File: src/rtl/sdr_trk_pkg.sv
package sdr_trk_pkg;

  typedef enum logic [3:0] {
    CMD_INH  = 4'd0,
    CMD_NOP  = 4'd1,
    CMD_ACT  = 4'd2,
    CMD_RD   = 4'd3,
    CMD_WR   = 4'd4,
    CMD_BST  = 4'd5,
    CMD_PRE  = 4'd6,
    CMD_AREF = 4'd7,
    CMD_SREF = 4'd8,
    CMD_LMR  = 4'd9
  } cmd_e;

  // Pin pattern to command; chip select dominates.
  function automatic cmd_e decode_pins(logic cs_n, logic ras_n, logic cas_n,
                                       logic we_n, logic cke);
    if (cs_n) return CMD_INH;
    case ({ras_n, cas_n, we_n})
      3'b111:  return CMD_NOP;
      3'b011:  return CMD_ACT;
      3'b101:  return CMD_RD;
      3'b100:  return CMD_WR;
      3'b110:  return CMD_BST;
      3'b010:  return CMD_PRE;
      3'b001:  return cke ? CMD_AREF : CMD_SREF;
      default: return CMD_LMR;
    endcase
  endfunction

  // Burst length code to beat count.
  function automatic logic [3:0] burst_beats(logic [2:0] code);
    case (code)
      3'd1:    return 4'd2;
      3'd2:    return 4'd4;
      3'd3:    return 4'd8;
      default: return 4'd1;
    endcase
  endfunction

endpackage

File: src/rtl/sdr_cmd_decode.sv
module sdr_cmd_decode
  import sdr_trk_pkg::*;
(
  input  logic cs_n,
  input  logic ras_n,
  input  logic cas_n,
  input  logic we_n,
  input  logic cke,
  output cmd_e cmd,
  output logic is_exec
);
  always_comb begin
    cmd     = decode_pins(cs_n, ras_n, cas_n, we_n, cke);
    is_exec = (cmd != CMD_INH) && (cmd != CMD_NOP);
  end

  always_comb begin
    a_r1_inhibit_wins : assert (!cs_n || cmd == CMD_INH);
  end
endmodule

File: src/rtl/sdr_bank_table.sv
module sdr_bank_table #(
  parameter int NUM_BANKS = 4,
  parameter int ROW_W     = 11,
  localparam int BANK_W   = $clog2(NUM_BANKS)
) (
  input  logic                            clk,
  input  logic                            rst_n,
  input  logic                            act_go,
  input  logic                            rw_go,
  input  logic                            rw_ap,
  input  logic                            pre_go,
  input  logic                            pre_all,
  input  logic [BANK_W-1:0]               sel,
  input  logic [ROW_W-1:0]                row_in,
  input  logic [3:0]                      beats,
  output logic [NUM_BANKS-1:0]            open_o,
  output logic [NUM_BANKS-1:0][ROW_W-1:0] rows_o
);
  for (genvar b = 0; b < NUM_BANKS; b++) begin : g_bank
    logic             hit;
    logic             open_q;
    logic [ROW_W-1:0] row_q;
    logic [3:0]       ap_cnt_q;
    logic             ap_done;

    assign hit     = (sel == BANK_W'(b));
    assign ap_done = (ap_cnt_q == 4'd1);

    always_ff @(posedge clk or negedge rst_n) begin
      if (!rst_n) begin
        open_q   <= 1'b0;
        row_q    <= '0;
        ap_cnt_q <= '0;
      end else if (act_go && hit) begin
        open_q   <= 1'b1;
        row_q    <= row_in;
        ap_cnt_q <= '0;
      end else if (pre_go && (pre_all || hit)) begin
        open_q   <= 1'b0;
        ap_cnt_q <= '0;
      end else if (rw_go && hit) begin
        ap_cnt_q <= rw_ap ? beats : 4'd0;
      end else if (ap_done) begin
        open_q   <= 1'b0;
        ap_cnt_q <= '0;
      end else if (ap_cnt_q != 4'd0) begin
        ap_cnt_q <= ap_cnt_q - 4'd1;
      end
    end

    assign open_o[b] = open_q;
    assign rows_o[b] = row_q;

    a_r6_pre_closes : assert property (@(posedge clk) disable iff (!rst_n)
      (pre_go && (pre_all || hit)) |=> !open_q);
    a_r9_ap_closes : assert property (@(posedge clk) disable iff (!rst_n)
      (ap_done && !(act_go && hit) && !(rw_go && hit)) |=> !open_q);
  end
endmodule

File: src/rtl/sdr_dqm_path.sv
module sdr_dqm_path #(
  parameter int LANES  = 4,
  parameter int RD_LAT = 2
) (
  input  logic             clk,
  input  logic             rst_n,
  input  logic [LANES-1:0] dqm,
  output logic [LANES-1:0] rd_hiz,
  output logic [LANES-1:0] wr_mask
);
  logic [RD_LAT-1:0][LANES-1:0] pipe_q;

  for (genvar s = 0; s < RD_LAT; s++) begin : g_stage
    always_ff @(posedge clk or negedge rst_n) begin
      if (!rst_n)      pipe_q[s] <= '0;
      else if (s == 0) pipe_q[s] <= dqm;
      else             pipe_q[s] <= pipe_q[(s == 0) ? 0 : s-1];
    end
  end

  assign rd_hiz  = pipe_q[RD_LAT-1];
  assign wr_mask = dqm;

  logic [1:0] warm_q;
  always_ff @(posedge clk or negedge rst_n) begin
    if (!rst_n)                warm_q <= '0;
    else if (warm_q != 2'd2)   warm_q <= warm_q + 2'd1;
  end

  if (RD_LAT == 2) begin : g_chk
    a_r11_rd_delay : assert property (@(posedge clk) disable iff (!rst_n)
      (warm_q == 2'd2) |-> (rd_hiz == $past(dqm, 2)));
  end
  always_comb begin
    a_r12_wr_direct : assert (wr_mask == dqm);
  end
endmodule

File: src/rtl/sdram_cmd_tracker.sv
module sdram_cmd_tracker
  import sdr_trk_pkg::*;
#(
  parameter int NUM_BANKS = 4,
  parameter int ROW_W     = 11,
  parameter int COL_W     = 8,
  parameter int ADDR_W    = 11,
  parameter int MODE_W    = 10,
  parameter int DQM_W     = 4,
  parameter int TMRD      = 2,
  parameter int RD_LAT    = 2,
  parameter int AP_BIT    = 10,
  localparam int BANK_W   = $clog2(NUM_BANKS),
  localparam int MRD_W    = $clog2(TMRD + 1)
) (
  input  logic                 clk,
  input  logic                 rst_n,
  input  logic                 cs_n,
  input  logic                 ras_n,
  input  logic                 cas_n,
  input  logic                 we_n,
  input  logic                 cke,
  input  logic [BANK_W-1:0]    ba,
  input  logic [ADDR_W-1:0]    addr,
  input  logic [DQM_W-1:0]     dqm,
  output logic [3:0]           cmd_code,
  output logic [BANK_W-1:0]    cmd_bank,
  output logic [ROW_W-1:0]     cmd_row,
  output logic [COL_W-1:0]     cmd_col,
  output logic                 cmd_ap,
  output logic                 cmd_err,
  output logic [NUM_BANKS-1:0] bank_open,
  output logic [MODE_W-1:0]    mode_reg,
  output logic [DQM_W-1:0]     rd_dq_hiz,
  output logic [DQM_W-1:0]     wr_dq_mask
);
  cmd_e cmd;
  logic is_exec;

  sdr_cmd_decode u_dec (
    .cs_n(cs_n), .ras_n(ras_n), .cas_n(cas_n), .we_n(we_n), .cke(cke),
    .cmd(cmd), .is_exec(is_exec)
  );

  // Named legality events
  logic is_rw, mrd_busy, mrd_viol, act_viol, rw_viol, lmr_viol, viol;
  logic act_go, rw_go, pre_go, lmr_go;
  logic [MRD_W-1:0]  mrd_cnt_q;
  logic [MODE_W-1:0] mode_q;
  logic [NUM_BANKS-1:0][ROW_W-1:0] rows;

  assign is_rw    = (cmd == CMD_RD) || (cmd == CMD_WR);
  assign mrd_busy = (mrd_cnt_q != '0);
  assign mrd_viol = mrd_busy && is_exec;
  assign act_viol = (cmd == CMD_ACT) && bank_open[ba];
  assign rw_viol  = is_rw && !bank_open[ba];
  assign lmr_viol = (cmd == CMD_LMR) && (|bank_open);
  assign viol     = mrd_viol || act_viol || rw_viol || lmr_viol;
  assign act_go   = (cmd == CMD_ACT) && !viol;
  assign rw_go    = is_rw && !viol;
  assign pre_go   = (cmd == CMD_PRE) && !viol;
  assign lmr_go   = (cmd == CMD_LMR) && !viol;

  sdr_bank_table #(.NUM_BANKS(NUM_BANKS), .ROW_W(ROW_W)) u_banks (
    .clk(clk), .rst_n(rst_n),
    .act_go(act_go), .rw_go(rw_go), .rw_ap(addr[AP_BIT]),
    .pre_go(pre_go), .pre_all(addr[AP_BIT]),
    .sel(ba), .row_in(addr[ROW_W-1:0]),
    .beats(burst_beats(mode_q[2:0])),
    .open_o(bank_open), .rows_o(rows)
  );

  sdr_dqm_path #(.LANES(DQM_W), .RD_LAT(RD_LAT)) u_dqm (
    .clk(clk), .rst_n(rst_n), .dqm(dqm),
    .rd_hiz(rd_dq_hiz), .wr_mask(wr_dq_mask)
  );

  // Mode word and its settle window
  always_ff @(posedge clk or negedge rst_n) begin
    if (!rst_n) begin
      mode_q    <= '0;
      mrd_cnt_q <= '0;
    end else if (lmr_go) begin
      mode_q    <= addr[MODE_W-1:0];
      mrd_cnt_q <= MRD_W'(TMRD - 1);
    end else if (mrd_busy) begin
      mrd_cnt_q <= mrd_cnt_q - 1'b1;
    end
  end
  assign mode_reg = mode_q;

  // Registered command report
  always_ff @(posedge clk or negedge rst_n) begin
    if (!rst_n) begin
      cmd_code <= 4'(CMD_INH);
      cmd_bank <= '0;
      cmd_row  <= '0;
      cmd_col  <= '0;
      cmd_ap   <= 1'b0;
      cmd_err  <= 1'b0;
    end else begin
      cmd_code <= 4'(cmd);
      cmd_bank <= (is_rw || cmd == CMD_ACT || cmd == CMD_PRE) ? ba : '0;
      if (cmd == CMD_ACT)                 cmd_row <= addr[ROW_W-1:0];
      else if (is_rw && bank_open[ba])    cmd_row <= rows[ba];
      else                                cmd_row <= '0;
      cmd_col  <= is_rw ? addr[COL_W-1:0] : '0;
      cmd_ap   <= (is_rw || cmd == CMD_PRE) ? addr[AP_BIT] : 1'b0;
      cmd_err  <= viol;
    end
  end

  a_r3_act_opens : assert property (@(posedge clk) disable iff (!rst_n)
    act_go |=> bank_open[$past(ba)]);
  a_r4_act_twice : assert property (@(posedge clk) disable iff (!rst_n)
    (cmd == CMD_ACT && bank_open[ba]) |=> cmd_err);
  a_r5_rw_idle : assert property (@(posedge clk) disable iff (!rst_n)
    (is_rw && !bank_open[ba]) |=> (cmd_err && $stable(bank_open)));
  a_r7_mode_hold : assert property (@(posedge clk) disable iff (!rst_n)
    !$stable(mode_reg) |-> $past(cmd == CMD_LMR && bank_open == '0));
  a_r8_mrd_block : assert property (@(posedge clk) disable iff (!rst_n)
    (mrd_busy && is_exec) |=> cmd_err);
  a_r10_err_source : assert property (@(posedge clk) disable iff (!rst_n)
    cmd_err |-> $past(viol));
endmodule

File: config.mk
export PLATFORM = sky130hd
export DESIGN_NAME = sdram_cmd_tracker
export DESIGN_NICKNAME = d
export VERILOG_FILES = /design/src/rtl/sdr_trk_pkg.sv /design/src/rtl/sdr_cmd_decode.sv /design/src/rtl/sdr_bank_table.sv /design/src/rtl/sdr_dqm_path.sv /design/src/rtl/sdram_cmd_tracker.sv
export SDC_FILE = /design/constraint.sdc
export NUM_CORES = 1
export LEC_CHECK = 0
export ABC_AREA = 1
export BUFFER_PORTS_ARGS = -buffer_cell sky130_fd_sc_hd__clkbuf_2
export CAP_MARGIN = 20
export CORE_MARGIN = 3
export CORE_UTILIZATION = 30
export DETAILED_ROUTE_END_ITERATION = 8
export PLACE_DENSITY = 0.6
export SYNTH_ARGS = -nofsm -noshare
export SYNTH_HDL_FRONTEND = slang
export SYNTH_SLANG_ARGS = --single-unit
File: constraint.sdc
create_clock -name clk -period 2 [get_ports clk]
set_input_delay 0.4 -clock clk [delete_from_list [all_inputs] [get_ports clk]]
set_output_delay 0.4 -clock clk [all_outputs]
set_load 0.01 [all_outputs]
== Word level (Yosys, flattened, before mapping) ==
Index checks and enable logic that the tools add are counted.

* Bits in registers: 111
* Input bits: 24
* Output and inout port bits: 49
* Word-level logic and storage cells: 165

* Reduce and logical (&&, ||, !) cells: 56
* $add $sub $neg: 5
* Multiplexer cells: 54
* Order comparisons: 1
* Equality and inequality tests: 27

{| class="wikitable"
|+ Operators by type and width
! cell !! number
|-
| $mux W4 || 24
|-
| $mux W11 || 3
|-
| $pmux W4 S7 || 1
|-
| $bmux W11 S2 || 1
|-
| $logic_and A1 B1 Y1 || 22
|-
| $reduce_bool A4 Y1 || 5
|-
| $reduce_bool A5 Y1 || 4
|-
| $mux W1 || 19
|-
| $eq A4 B1 Y1 const B || 4
|-
| $sub A4 B1 Y4 const B || 4
|-
| $eq A3 B2 Y1 const B || 4
|-
| $eq A3 B3 Y1 const B || 4
|-
| $ne A3 B1 Y1 const B || 4
|-
| $pmux W4 S3 || 1
|-
| $reduce_bool A3 Y1 || 4
|-
| $logic_or A1 B1 Y1 || 11
|-
| $eq A4 B2 Y1 const B || 2
|-
| $eq A4 B3 Y1 const B || 2
|-
| $mux W8 || 1
|-
| $reduce_and A2 Y1 || 4
|-
| $eq A3 B1 Y1 const B || 2
|-
| $mux W2 || 3
|-
| $eq A2 B2 Y1 const B || 2
|-
| $eq A4 B4 Y1 const B || 1
|-
| 9 further kinds || 11
|}

== Logic depth before layout (Yosys ltp) ==
* Word-level depth: 15
* Mapped depth: 16
* Gate-level depth less buffers: 16

== Modules after synthesis ==
From an unflattened synthesis, not the netlist that was laid out.

* Cell total of the unflattened synthesis: 660
* Area total of the unflattened synthesis: 5333.9 um2

{| class="wikitable"
|+ Modules (own cells, without submodules)
! module !! times used !! sequential area each (um2) !! cells an instance !! area each (um2)
|-
| sdr_bank_table || 1 || 1601.5 || 369 || 3024.2
|-
| sdram_cmd_tracker || 1 || 975.9 || 249 || 1930.6
|-
| sdr_dqm_path || 1 || 200.2 || 16 || 260.2
|-
| sdr_cmd_decode || 1 || 0.0 || 26 || 118.9
|}

== Worst setup path after synthesis ==
No wires, ideal clock.

* Kind: flip-flop to flip-flop
* Start: reg u_banks.g_bank[1].open_q
* End: reg u_banks.g_bank[0].row_q[4]
* Required time: 1.879 ns
* Library setup time: 0.121 ns
* Arrival: 1.765 ns
* Slack: 0.114 ns
* Path buffers: 1
* Cell stages (with the launch flop): 11
* Clock period less this slack: 1.886 ns
* Cell sequence: dfrtp_1 or3_1 o21ai_0 inv_1 nor2_8 nand2_4 inv_4 nand3_4 buf_6 nand2_1 o21ai_2

* Longest elaborated chain between the ends: 9
* Elaborated cells on any way between the ends: 13
* Those cells by class: mux (2); reduce/logical (11)

{| class="wikitable"
|+ Ends and longest elaborated chain
! item !! RTL line !! text
|-
| from (decl) || sdr_bank_table.sv:21 || <nowiki>logic open_q;</nowiki>
|-
| from (signal assigned) || sdr_bank_table.sv:31 || <nowiki>open_q <= 1'b0;</nowiki>
|-
| from (signal assigned) || sdr_bank_table.sv:35 || <nowiki>open_q <= 1'b1;</nowiki>
|-
| from (signal assigned) || sdr_bank_table.sv:39 || <nowiki>open_q <= 1'b0;</nowiki>
|-
| $bmux W1 S2 || sdram_cmd_tracker.sv:55, sdram_cmd_tracker.sv:56 ||
|-
| $mux W1 (not written as such) || sdram_cmd_tracker.sv:55, sdram_cmd_tracker.sv:56 ||
|-
| $logic_and A1 B1 Y1 or $logic_not A1 Y1 (tied branches) || sdram_cmd_tracker.sv:55, sdram_cmd_tracker.sv:56 ||
|-
| $logic_or A1 B1 Y1 or $logic_and A1 B1 Y1 (tied branches) || sdram_cmd_tracker.sv:58, sdram_cmd_tracker.sv:56 ||
|-
| $logic_or A1 B1 Y1 || sdram_cmd_tracker.sv:58 || <nowiki>assign viol = mrd_viol || act_viol || rw_viol || lmr_viol;</nowiki>
|-
| $logic_or A1 B1 Y1 * || sdram_cmd_tracker.sv:58 ||
|-
| via viol || sdram_cmd_tracker.sv:46 || <nowiki>logic is_rw, mrd_busy, mrd_viol, act_viol, rw_viol, lmr_viol, viol;</nowiki>
|-
| $logic_not A1 Y1 * || sdram_cmd_tracker.sv:59 || <nowiki>assign act_go = (cmd == CMD_ACT) && !viol;</nowiki>
|-
| $logic_and A1 B1 Y1 * || sdram_cmd_tracker.sv:59 ||
|-
| $logic_and A1 B1 Y1 * || sdr_bank_table.sv:34 || <nowiki>end else if (act_go && hit) begin</nowiki>
|-
| to (signal assigned) || sdr_bank_table.sv:36 || <nowiki>row_q <= row_in;</nowiki>
|-
| to (decl) || sdr_bank_table.sv:22 || <nowiki>logic [ROW_W-1:0] row_q;</nowiki>
|}

Mark *: on every way through the listed nets, which the timed path passes. The rest lies on a longest branch. The select of a mux whose other input is x is not followed.
A chain may end at the register's enable or synchronous reset.

== Worst setup path in the final report ==
* Start: reg u_banks.g_bank[2].open_q
* End: reg u_banks.g_bank[3].row_q[1]

* Longest elaborated chain between the ends: 9
* Elaborated cells on any way between the ends: 13
* Those cells by class: mux (2); reduce/logical (11)

{| class="wikitable"
|+ Ends and longest elaborated chain
! item !! RTL line
|-
| from (decl) || sdr_bank_table.sv:21
|-
| from (signal assigned) || sdr_bank_table.sv:31
|-
| from (signal assigned) || sdr_bank_table.sv:35
|-
| from (signal assigned) || sdr_bank_table.sv:39
|-
| $bmux W1 S2 || sdram_cmd_tracker.sv:55, sdram_cmd_tracker.sv:56
|-
| $mux W1 (not written as such) || sdram_cmd_tracker.sv:55, sdram_cmd_tracker.sv:56
|-
| $logic_and A1 B1 Y1 or $logic_not A1 Y1 (tied branches) || sdram_cmd_tracker.sv:55, sdram_cmd_tracker.sv:56
|-
| $logic_or A1 B1 Y1 or $logic_and A1 B1 Y1 (tied branches) || sdram_cmd_tracker.sv:58, sdram_cmd_tracker.sv:56
|-
| $logic_or A1 B1 Y1 || sdram_cmd_tracker.sv:58
|-
| $logic_or A1 B1 Y1 * || sdram_cmd_tracker.sv:58
|-
| $logic_not A1 Y1 * || sdram_cmd_tracker.sv:59
|-
| $logic_and A1 B1 Y1 * || sdram_cmd_tracker.sv:59
|-
| $logic_and A1 B1 Y1 * || sdr_bank_table.sv:34
|-
| to (signal assigned) || sdr_bank_table.sv:36
|-
| to (decl) || sdr_bank_table.sv:22
|}

Mark *: on every way between the ends. The rest lies on a longest branch, timed or not. The select of a mux whose other input is x is not followed.

==> results by group <==
Finish
  • Largest registers ranked by flip-flop count: u_banks.g_bank.row_q: 44 flops, u_banks.g_bank.ap_cnt_q: 16 flops, cmd_row: 11 flops
  • Layout cell share with drive strength beyond 1: 0.327
  • Register containing the most flip-flops in the final layout: u_banks.g_bank.row_q
  • Antenna diodes: 0
  • Final layout net count: roughly 730
  • Number of flip-flops under the largest register name: between 40 and 50
  • Relative area change from synthesis to final layout: 30.5%

Logic synthesis
  • Flops & latches, synth: between 100 and 150
  • Sequential share of the synthesized area: 0.521
  • Number of library cell types mapped by synthesis: 42
  • Avg Cell Area, Syn: a little over 9 um^2
  • Number of enable-type register cells in the synthesized netlist: 0
  • Area share of the largest cell type after synthesis: 0.521
  • Mapped Cells: 580
  • Area leader, netlist: sky130_fd_sc_hd__dfrtp_1
  • Post-synthesis net count: roughly 620
  • Commonest cells post-synth: sky130_fd_sc_hd__nand2_1 (128), sky130_fd_sc_hd__dfrtp_1 (111), sky130_fd_sc_hd__inv_1 (60)
  • Count of warnings emitted by yosys: 0
  • Primary FF master, synth: sky130_fd_sc_hd__dfrtp_1
  • Async SR Flop Fraction: 1.00
  • Most frequently used cell type in the post-synthesis netlist: sky130_fd_sc_hd__nand2_1
  • Ranking of synthesized cells by area: sky130_fd_sc_hd__dfrtp_1 (52%), sky130_fd_sc_hd__nand2_1 (9.0%), sky130_fd_sc_hd__o21ai_0 (5.2%)
  • Netlist Area Pre-Place: ~5300 um^2

STA
  • Headroom to the max-slew limit: 0.758
  • Number of endpoints failing setup at the final stage: 0
  • Fmax achieved: between 0.5 and 0.6 GHz
  • RSZ-0062 raised after global routing: yes
  • Transition at the pin with the smallest max-transition slack: 0.362 ns
  • Post-route worst hold slack: roughly 0.16 ns
  • Final cycle utilization of the critical path: 0.994
  • Largest clock skew in the final design: 0.00999 ns
  • Post-route minimum period: roughly 2.0 ns
  • Final Hold Viols: 0
  • Pins over their slew limit: 0
  • Setup TNS: 0 ns

Floorplan
  • Std-Cell Rows: 48
  • Die outline area: about 19,000 um^2
  • Core region area: about 17,000 um^2
  • Die extent in x: between 100 and 150 um
  • Starting utilization of the core area: 0.307
  • Die Span Y: between 100 and 150 um
  • I/O pin total: 73

Worst setup path
  • Worst Setup End Kind: register
  • Critical Setup Path Class: register to register
  • Crit-path max cell delay: roughly 0.40 ns
  • Required @ worst endpoint: roughly 2.2 ns
  • Crit path arrival time: 2.23 ns
  • Largest fanout on the critical path: 7
  • Startpoint of the lowest-slack register-to-register path: u_banks.g_bank[2].open_q
  • Startpoint of the worst setup timing path: u_banks.g_bank[2].open_q
  • Startpoint type of the worst setup path: register
  • Crit path max-delay cell type: sky130_fd_sc_hd__dfrtp_1
  • Cell chain of the critical path: or3_4 > o21ai_4 > inv_2 > nor2_8 > buf_12 > nand4_4 > clkbuf_16 > nand2_2 > o21ai_1

Placed design
  • Half-perimeter wire length of the detailed placement result: about 9300 um
  • IO buf count: 72
  • Routability Congestion: roughly 0.83

Global routing
  • Total routing usage reported by global routing: 0.139
  • Global-route wire length before repair: ~22,000 um
  • Via count of the first global-routing pass: a little over 4,000
  • GR Overflow Total: 0
  • Largest net degree at the start of global routing: 48
  • Initial antenna violation count: 0

CTS
  • Root buf cell: sky130_fd_sc_hd__clkbuf_16
  • Largest buffer count on any clock path: 2
  • Clock-pin slew on the worst setup and hold paths: around 0.08 ns
  • Clock latency on the worst-skew pair: roughly 0.36 ns
  • Clock tree from TritonCTS: done
  • H-tree levels: 3
  • Number of buffers created by CTS: 9
  • Number of clock sinks: approximately 110

Routing
  • Via Count: 4,319
  • Detailed Routing Iterations Pass 1: 5
  • Post-route DRC violation count: 0
  • Final Routed Wirelength: 13,800 um
  • DR iter-0 viols: 252
  • Remaining antenna violation count: 0
  • WL/cell: ~15 um
  • Per-cell via count in the routed design: 4.67

Power
  • Worst IR Drop VDD: about 0.46 mV
  • Power density normalized to cell area: between 1000 and 1500 nW/um^2
  • Lkg Pwr: ~0.0036 uW

Hold path
  • Worst min path class: primary input to register
  • Startpoint of the lowest-slack hold path: dqm[3]

Flow run
  • Max-capacitance violation count: 0

Run status
  • Run status: finished clean
final timing paths:
kind	depth (start not counted)	slack [ns]	endpoint
max	9	0.01	u_banks.g_bank[3].row_q[1]
min	1	0.16	u_dqm.pipe_q[3]
max reg2reg	9	0.01	u_banks.g_bank[3].row_q[1]
min reg2reg	0	0.35	u_dqm.rd_hiz[3]
max in group asynchronous	3	0.88	mode_reg[1]
min in group asynchronous	2	0.48	cmd_bank[0]
worst max-delay path, delay by kind of cell (launching register included):
| family | cells | cell delay (ns) |
|---|---|---|
| flops | 1 | 0.40 |
| simple gates | 4 | 0.79 |
| compound gates | 2 | 0.24 |
| buf+inv | 3 | 0.44 |
layout by cell type (no fill, tap or decap), types with 15 or more instances in the layout:
cell type                  synthesis  routed
sky130_fd_sc_hd__clkbuf_2          2      71
sky130_fd_sc_hd__nand2_1         128     102
sky130_fd_sc_hd__inv_1            60      58
sky130_fd_sc_hd__nor2_1           34      32
sky130_fd_sc_hd__o21ai_0          55      32
sky130_fd_sc_hd__o21ai_2          11      15
sky130_fd_sc_hd__buf_4            12      40
sky130_fd_sc_hd__nand2_2           8      26
sky130_fd_sc_hd__dfrtp_1         111     111
sky130_fd_sc_hd__nand3_1          32      28
sky130_fd_sc_hd__o21ai_1           7      25
repair_timing:
action,in CTS,in global routing
pin swaps,1,11
setup buffers,0,8
hold buffers,1,0
cloned,0,4
hold endpoints to repair,20,0
resized for setup,6,78
setup endpoints to repair,71,74
logic make-up after synthesis:
kind of cell	count (synthesis)	share of synthesized area
AO/OA/AOI/OAI	122	0.145
buffers and inverters	95	0.0850
adder cells (fa/ha/maj)	12	0.0282
AND/OR/NAND/NOR	235	0.212
XOR/XNOR	5	0.00822
flip-flops	111	0.521
power breakdown:
part           switching, uW  internal (uW)
Clock                    948            885
Sequential               398           2840
Combinational           1500           1200
stage by stage:
| stage | std cells | power [uW] | setup slack (ns) | area, um^2 | utilization |
|---|---|---|---|---|---|
| floorplan | 580 | 4950 | 0.114 | 5330 | - |
| global placement | 896 | 5690 | -0.198 | 6270 | 0.361 |
| global route | 925 | 8380 | -0.0817 | 6950 | 0.401 |
| finish | 925 | 7770 | 0.0125 | 6950 | 0.401 |
| CTS | 913 | 7610 | -0.00774 | 6590 | 0.380 |
| detailed placement | 896 | 5730 | -0.208 | 6270 | 0.361 |
cell type report:
class	instances	area [um^2]
clock buffers	9	225
multi-input cells	374	2280
clock inverters	7	73.8
fillers	1710	10400
well taps	225	282
flip-flops and latches	111	2780
repair buffers	134	1060
inverters	65	251
routing by layer:
| metal | vias to the layer above | GRT usage | wire length [um] |
|---|---|---|---|
| met5 | - | 0 | 0 |
| met4 | 0 | 0.0371 | 144 |
| met3 | 13 | 0.0309 | 611 |
| met2 | 104 | 0.215 | 6440 |
| met1 | 2051 | 0.197 | 6570 |
| li1 | 2151 | - | - |
No activity file was read; power rests on OpenSTA's default activity.
